$ cat config.mk
export PLATFORM = sky130hd
export DESIGN_NAME = adc_scan_status
export DESIGN_NICKNAME = d
export VERILOG_FILES = /design/src/rtl/adc_scan_status.sv
export SDC_FILE = /design/constraint.sdc
export NUM_CORES = 1
export LEC_CHECK = 0
export ABC_AREA = 1
export BUFFER_PORTS_ARGS = -buffer_cell sky130_fd_sc_hd__clkbuf_2
export CAP_MARGIN = 20
export CORE_AREA = 2 2 39 41
export CTS_BUF_LIST = sky130_fd_sc_hd__clkbuf_8
export CTS_CLUSTER_DIAMETER = 120
export DETAILED_ROUTE_END_ITERATION = 12
export DIE_AREA = 0 0 41 43
export GPL_ROUTABILITY_DRIVEN = 0
export SLEW_MARGIN = 0
export SYNTH_ARGS = -nofsm -noshare
export SYNTH_HDL_FRONTEND = slang
export SYNTH_SLANG_ARGS = --single-unit
$ cat constraint.sdc
create_clock -name clk -period 0.8 [get_ports clk]
set_clock_uncertainty 0.1 [all_clocks]
set_input_delay 0.16 -clock clk [delete_from_list [all_inputs] [get_ports clk]]
set_output_delay 0.16 -clock clk [all_outputs]
set_load 0.01 [all_outputs]
$ cat src/rtl/adc_scan_status.sv
module adc_scan_status #(
  parameter int CH_W = 5
) (
  input  logic            clk,
  input  logic            rst_n,
  input  logic            store_valid,
  input  logic [CH_W-1:0] store_ch,
  input  logic [CH_W-1:0] last_ch,
  input  logic            cont_mode,
  input  logic            dma_en,
  input  logic            dma_done,
  input  logic            mir_busy,
  input  logic            mir_int,
  input  logic            mir_inte,
  input  logic            mir_pause,
  input  logic            bus_wr,
  input  logic            bus_rd,
  input  logic            bus_rmw,
  input  logic [7:0]      bus_wdata,
  output logic [7:0]      bus_rdata,
  output logic            eos_irq,
  output logic            dma_req,
  output logic            prot_sel
);

  localparam int FLAG_BIT = 1;
  localparam int EN_BIT   = 0;

  logic eos_flag;
  logic eos_en;
  logic hit;
  logic sw_clr;
  logic dma_clr;
  logic armed;

  assign hit     = store_valid && (store_ch == last_ch);
  assign sw_clr  = bus_wr && !bus_wdata[FLAG_BIT];
  assign dma_clr = dma_en && dma_done;

  always_ff @(posedge clk or negedge rst_n) begin
    if (!rst_n) begin
      eos_flag <= 1'b0;
    end else if (hit) begin
      eos_flag <= 1'b1;
    end else if (sw_clr || dma_clr) begin
      eos_flag <= 1'b0;
    end
  end

  always_ff @(posedge clk or negedge rst_n) begin
    if (!rst_n)
      eos_en <= 1'b0;
    else if (bus_wr)
      eos_en <= bus_wdata[EN_BIT];
  end

  assign armed    = eos_flag && eos_en && cont_mode;
  assign eos_irq  = armed && !dma_en;
  assign dma_req  = armed && dma_en;
  assign prot_sel = eos_en && cont_mode;

  assign bus_rdata = bus_rd
    ? {mir_busy, mir_int, mir_inte, mir_pause, 2'b00, eos_flag | bus_rmw, eos_en}
    : 8'h00;

  // a matching store is visible as a set flag after the edge
  a_r4_set: assert property (@(posedge clk) disable iff (!rst_n)
    hit |=> eos_flag);

  // the flag only rises after a matching store
  a_r4_rise_cause: assert property (@(posedge clk) disable iff (!rst_n)
    $rose(eos_flag) |-> $past(store_valid && store_ch == last_ch));

  // software write of zero clears when no set competes
  a_r5_sw_clear: assert property (@(posedge clk) disable iff (!rst_n)
    (bus_wr && !bus_wdata[1] && !hit) |=> !eos_flag);

  // DMA completion clears when DMA is in use and no set competes
  a_r6_dma_clear: assert property (@(posedge clk) disable iff (!rst_n)
    (dma_en && dma_done && !hit) |=> !eos_flag);

  // interrupt and DMA request are exclusive
  a_r9_exclusive: assert property (@(posedge clk) disable iff (!rst_n)
    $onehot0({eos_irq, dma_req}));

  // no request outside continuous mode
  a_r10_quiet: assert property (@(posedge clk) disable iff (!rst_n)
    !cont_mode |-> (!eos_irq && !dma_req));

  // read-modify-write read leaves the flag as it was unless hardware acts
  a_r11_rmw_hold: assert property (@(posedge clk) disable iff (!rst_n)
    (bus_rd && bus_rmw && !bus_wr && !hit && !dma_clr) |=> $stable(eos_flag));

endmodule

Yosys cells after proc, flatten, opt, wreduce, memory -nomap -nowiden. Index checks and enable logic that the tools add are counted.

Register bits after elaboration: 2. Input bits: 31. Output and inout bits: 11. Word-level logic and storage cells: 19.

Eq/ne operators: 1. Multiplexer cells: 3. Bitwise gates (word level): 1. Reduce and logical (&&, ||, !) cells: 12.

Operators with widths (count): 1-bit logical AND (8); 8-bit two-way mux (1); 5-bit == test (1); 1-bit logical NOT (2); 1-bit two-way mux (2); 2-bit nonzero test (1); 1-bit logical OR (1); 1-bit bitwise OR (1).

Logic depth before layout (Yosys ltp). Gate-level depths: netlist of the first run.

Depth in word-level cells: 5. Depth in mapped cells: 6. Mapped depth without buffers: 6.

Least setup slack after synthesis of the first run. No wires, ideal clock.

Kind: register to output. Start point: register eos_en. End point: output dma_req. Data arrival time: 0.723 ns. Required time: 0.540 ns. Setup slack: -0.183 ns. Cell stages (with the launch flop): 5. Buffers on the path: 0. Cells stage by stage: dfrtp_1 -> nand2_1 -> inv_1 -> nand2_1 -> nor2_1.

Longest elaborated chain between the ends: 3.

RTL lines: start: declaration (RTL line 30) `logic eos_en;`; start signal: assignment (RTL line 54) `eos_en <= bus_wdata[EN_BIT];`; 1-bit logical AND (2 in a row) (RTL line 57) `assign armed = eos_flag && eos_en && cont_mode;`; 1-bit logical AND (RTL line 59) `assign dma_req = armed && dma_en;`; end: declaration (RTL line 22) `output logic dma_req,`.

No other way between the ends.

Worst setup path after layout of the first run.
Start point: register eos_flag. End point: output bus_rdata[1].

Longest elaborated chain between the ends: 2.

RTL lines: start: declaration (RTL line 29) `logic eos_flag;`; start signal: assignment (RTL line 42) `eos_flag <= 1'b0;`; start signal: assignment (RTL line 44) `eos_flag <= 1'b1;`; start signal: assignment (RTL line 46) `eos_flag <= 1'b0;`; 1-bit bitwise OR (RTL line 63) `? {mir_busy, mir_int, mir_inte, mir_pause, 2'b00, eos_flag | bus_rmw, eos_en}`; 8-bit two-way mux (RTL line 63); end: declaration (RTL line 20) `output logic [7:0] bus_rdata,`.

No other way between the ends.

==> results of run 1 <==
==> path summary, 6_finish.rpt <==
path	start	endpoint	slack [ps]	cells past startpoint
setup / recovery	eos_flag	bus_rdata[1]	-400	2
hold / removal	bus_wdata[0]	eos_en	70	3
setup reg to reg	eos_flag	eos_flag	-40	2
hold reg to reg	eos_en	eos_en	470	3
max in group asynchronous	rst_n	eos_en	320	2
min in group asynchronous	rst_n	eos_flag	180	2
==> worst max-delay path: stages, from the launching register on <==
cell	delay, ps
dfrtp_1	410
o21a_1	200
buf_2	130
==> placed cells by master, fill, tap and decap left out, drive strengths merged <==
cell type,n
buf,8
clkbuf,30
conb,2
dfrtp,2
dlygate4sd3,1
inv,16
nand2,24
nand3,1
nor2,8
o211ai,1
o21a,1
==> where the power goes <==
group	leakage [nW]	internal, mW	switching [mW]
Sequential	0.0260	0.109	0.00545
Clock	0.0216	0.317	0.0696
Combinational	0.366	0.104	0.0916
Total	0.413	0.530	0.167
==> Yosys cell counts <==
master / count
o21a_1: 1
nor2_1: 8
o211ai_1: 1
buf_4: 2
nand3_1: 1
inv_1: 16
dfrtp_1: 2
conb_1: 1
nand2_1: 24
==> per-layer routing <==
| metal | GRT usage [%] | up-vias | share of wire [%] |
|---|---|---|---|
| li1 | - | 230 | - |
| met1 | 8.36 | 164 | 39 |
| met2 | 16.3 | 24 | 49 |
| met3 | 3.14 | 0 | 12 |
| met4 | 6.00 | 0 | 0 |
| met5 | 0 | - | 0 |
==> through the flow <==
stage	TNS [ps]	cells	instance area, µm²	utilization, %	setup WS, ps
after floorplan	-315	57	285	-	-134
after global placement	-666	105	463	33.5	-171
after detailed placement	-715	105	463	33.5	-195
after CTS	-1840	109	519	37.5	-386
after global routing	-2300	110	548	39.6	-467
final	-1940	110	548	39.6	-404
==> flip-flops by register name, indices dropped and copies added, names as in the netlist <==
name / count
eos_en: 1
eos_flag: 1
==> cells by family (layout without fill, tap and decap cells) <==
family	after synthesis	in the layout	synth area share, %
DFF	2	2	18.6
other	1	2	1.39
buffers and inverters	18	55	27.9
AOI/OAI and AO/OA	2	2	5.58
and+or+nand+nor	33	33	46.5
==> layout make-up <==
type,count,area (µm²)
inverters,16,60.1
well taps,16,20.0
multi-input cells,37,165
repair buffers,36,211
clock buffers,3,41.3
flip-flops and latches,2,50.0
fillers,162,836
==> repair_timing <==
action / 4_1_cts / 5_1_grt
pin swaps: 3 / 2
setup buffers: 0 / 1
setup endpoints to repair: 7 / 11
hold buffers: 1 / 0
gates resized for setup: 1 / 10
hold endpoints to repair: 2 / 0
==> metrics.md, run 1 <==
| Metric | Value |
|---|---|
| Count of cell types in the netlist | 9 |
| Die Height | 43 µm |
| HP Class | in -> reg |
| Initial antenna violation count | 0 |
| Core Area | 1380 µm² |
| Total CTS buffers | 3 |
| Clk slew on worst S/H paths | 30 ps |
| Slew Viols, Final | 0 |
| CTS Sinks | 2 |
| Final worst-path cycle share | 151% |
| Core Rows | 14 |
| Startpoint types | register |
| Crit-path max FO | 3 |
| Final WL | 744 µm |
| Status | finished with violations |
| Warnings from Yosys | 0 |
| DRC | 0 |
| Synth area leader | nand2_1 |
| Syn Area/Cell | 4.80 µm² |
| Initial core utilization | 19.4% |
| Failing checks | negative setup slack |
| Antenna Violating Nets Remaining | 0 |
| Setup CP Type | reg -> out |
| N_diodes | 0 |
| Ranking of synthesized cells by area | nand2_1, inv_1, dfrtp_1 |
| Leakage | 0.413 nW |
| Vias per cell | 3.80 |
| Hold Slack | 65.7 ps |
| VDD IR max | 744 µV |
| Clk root buf | clkbuf_8 |
| Initial drt markers | 3 |
| Power Dens Cells | 1270 nW/µm² |
| IO Pins | 42 |
| Detailed Place HPWL | 642 µm |
| Clk_lat worst skew | 200 ps |
| Vias post-DR | 418 |
| Critical Path RT | 540 ps |
| RSZ-0062 raised after global routing | yes |
| Top cell type's share of synthesized area | 33.5% |
| Setup ws final | -404 ps |
| CTS tree | yes |
| Global route overflow | 0 |
| Final Critical Period | 1200 ps |
| Share of layout cells above drive strength 1 | 44.7% |
| Gr usage total | 9.34% |
| Crit. End Element | output pin |
| Overall power | 697 µW |
| Area Growth Syn to Fin | 104% |
| Setup violators final | 7 |
| Fin. Hold Viols | 0 |
| Fmax | 830 MHz |
| Sequential-to-total area share from yosys stat | 18.6% |
| Port Buffer Count | 33 |
| Vias in the first global route | 345 |
| Worst Path Arrival | 940 ps |
| Max_cap viols | 0 |
| Clock buffer depth | 2 |
| Post-synthesis cell count | 56 |
| DIE WIDTH | 41 µm |
| Largest net degree at the start of global routing | 7 |
| Global-route wire length before repair | 1.12 mm |
| Die area | 1760 µm² |
| Nets@finish | 127 |
| Htree depth | 1 |
| Seq cells post-synth | 2 |
| TritonRoute pass-1 iters | 2 |
| Wirelength per Cell | 6.76 µm |
| Mapped Area | 269 µm² |
(Power assumes the default switching activity.)
==> inputs of run 2 (changes only) <==
- BUFFER_PORTS_ARGS: -buffer_cell sky130_fd_sc_hd__clkbuf_2 -> -buffer_cell sky130_fd_sc_hd__buf_2
- CORE_AREA: 2 2 39 41 -> 5 5 42 44
- DIE_AREA: 0 0 41 43 -> 0 0 47 49
==> metrics.md, run 2 (synthesized netlist as in run 1, its figures left out) <==
| Metric | Value |
|---|---|
| Status | finished with violations (unchanged) |
| Failing checks | negative setup slack (unchanged) |
| Total CTS buffers | 3 (unchanged) |
| HP Class | in -> reg (unchanged) |
| Critical R2R Capture | eos_flag (unchanged) |
| Worst setup path end | bus_rdata[1] (unchanged) |
| Htree depth | 1 (unchanged) |
| Port Buffer Count | 33 (unchanged) |
| Setup CP Type | reg -> out (unchanged) |
| CTS Sinks | 2 (unchanged) |
| Crit-path max FO | 3 (unchanged) |
| Gr usage total | 7.46% (was 9.34%) |
| Beginning of the critical path | eos_flag (unchanged) |
| Top Registers | eos_en: 1 flops, eos_flag: 1 flops (unchanged) |
| Die area | 2300 µm² (was 1760 µm²) |
| Final WL | 848 µm (was 744 µm) |
| Pre-CTS WS | -215 ps (was -195 ps) |
| Crit. End Element | output pin (unchanged) |
| Fin. Hold Viols | 0 (unchanged) |
| Worst Path Arrival | 950 ps (was 940 ps) |
| Core Area | 1400 µm² (was 1380 µm²) |
| Initial core utilization | 19.2% (was 19.4%) |
| Share of layout cells above drive strength 1 | 47.9% (was 44.7%) |
| Hold Slack | 61.9 ps (was 65.7 ps) |
| DRC | 0 (unchanged) |
| Final Critical Period | 1210 ps (was 1200 ps) |
| VDD IR max | 511 µV (was 744 µV) |
| IO Pins | 42 (unchanged) |
| Area Growth Syn to Fin | 113% (was 104%) |
| Final worst-path cycle share | 151% (about the same) |
| Critical Path RT | 540 ps (about the same) |
| Util after Layout | 41.0% (was 39.6%) |
| Setup violators final | 7 (unchanged) |
| Largest net degree at the start of global routing | 7 (unchanged) |
| Detailed Place HPWL | 750 µm (was 642 µm) |
| Clk root buf | clkbuf_8 (unchanged) |
| Global route overflow | 0 (unchanged) |
| Global-route wire length before repair | 1.24 mm (was 1.12 mm) |
| Leakage | 0.422 nW (was 0.413 nW) |
| Fmax | 828 MHz (was 830 MHz) |
| Initial antenna violation count | 0 (unchanged) |
| Nets@finish | 129 (was 127) |
| R2r worst-path depth | 3 (was 2) |
| Max_cap viols | 0 (unchanged) |
| Final non-filler cell total | 112 (was 110) |
| N_diodes | 0 (unchanged) |
| Reg-to-reg critical path startpoint | eos_flag (unchanged) |
| Initial drt markers | 0 (was 3) |
| Antenna Violating Nets Remaining | 0 (unchanged) |
| Startpoint types | register (unchanged) |
| Vias post-DR | 434 (was 418) |
| CTS tree | yes (unchanged) |
| Inst Count DP | 106 (was 105) |
| Clk slew on worst S/H paths | 30 ps (about the same) |
| Clock buffer depth | 2 (unchanged) |
| Commonest non-fill, non-tap cell in the layout | buf_2 (was clkbuf_2) |
| Core Rows | 14 (unchanged) |
| Clk_lat worst skew | 210 ps (was 200 ps) |
| Setup ws final | -407 ps (was -404 ps) |
| TritonRoute pass-1 iters | 1 (was 2) |
| Power Dens Cells | 1250 nW/µm² (was 1270 nW/µm²) |
| Slew Viols, Final | 0 (unchanged) |
| DIE WIDTH | 47 µm (was 41 µm) |
| Fill cells | 172 (was 162) |
| Die Height | 49 µm (was 43 µm) |
| Flop-to-flop setup slack | -120 ps (was -40 ps) |
| Most frequent cells in the layout | buf_2, nand2_1, inv_1 (was clkbuf_2, nand2_1, inv_1) |
| Wirelength per Cell | 7.57 µm (was 6.76 µm) |
| Vias per cell | 3.88 (was 3.80) |
| Vias in the first global route | 382 (was 345) |
| RSZ-0062 raised after global routing | yes (unchanged) |
[run 2: cell count changes in the layout (fill, tap and decap cells not counted)]
cell / previous run / this run
nand2_2: 0 / 2
buf_6: 3 / 4
buf_4: 3 / 5
clkbuf_2: 27 / 0
buf_2: 2 / 28
nand2_1: 23 / 21
[run 2: worst min-delay path by stage]
stage                            start       end  depth (start not counted)
final                     bus_wdata[0]    eos_en                          3
after global routing      bus_wdata[0]    eos_en                          3
after CTS                 bus_wdata[0]    eos_en                          3
after detailed placement         rst_n    eos_en                          1
after global placement           rst_n  eos_flag                          1
after floorplan                  rst_n    eos_en                          0
[run 2: repair_timing]
item	in CTS	in global routing
hold endpoints to repair	2	0
hold buffers	1	0
setup endpoints to repair	7	11
setup buffers	1	1
pin swaps	5	1
gates resized for setup	3	6
[run 2: per-stage QoR]
stage | power (mW) | cell area, µm² | TNS [ps]
floorplan | 0.198 | 285 | -315
global placement | 0.295 | 470 | -781
detailed placement | 0.299 | 470 | -847
CTS | 0.708 | 543 | -2050
global route | 0.780 | 574 | -2390
finish | 0.717 | 574 | -2120
[run 2: power breakdown]
part / leakage [nW] / switching [mW] / internal (mW)
clock network: 0.0216 / 0.0721 / 0.317
registers: 0.0260 / 0.00640 / 0.109
logic: 0.375 / 0.0953 / 0.116
[run 2: critical path, stage by stage, from the launching register on]
cell and delay (ps):
dfrtp_1 410, o21a_1 200, buf_2 130
[run 2: metal layers]
layer / GRT usage [%] / wire, µm / share of wire, %
met1: 6.59 / 246 / 29
met2: 12.2 / 425 / 50
met3: 3.69 / 165 / 19
met4: 5.53 / 11 / 1.3
met5: 0 / 0 / 0
[run 2: layout make-up]
class / count / area, µm² / area share [%]
tap: 16 / 20.0 / 3.49
timing repair buffer: 38 / 233 / 40.5
multi-input combinational: 37 / 170 / 29.6
inverter: 16 / 60.1 / 10.5
sequential: 2 / 50.0 / 8.71
clock buffer: 3 / 41.3 / 7.19
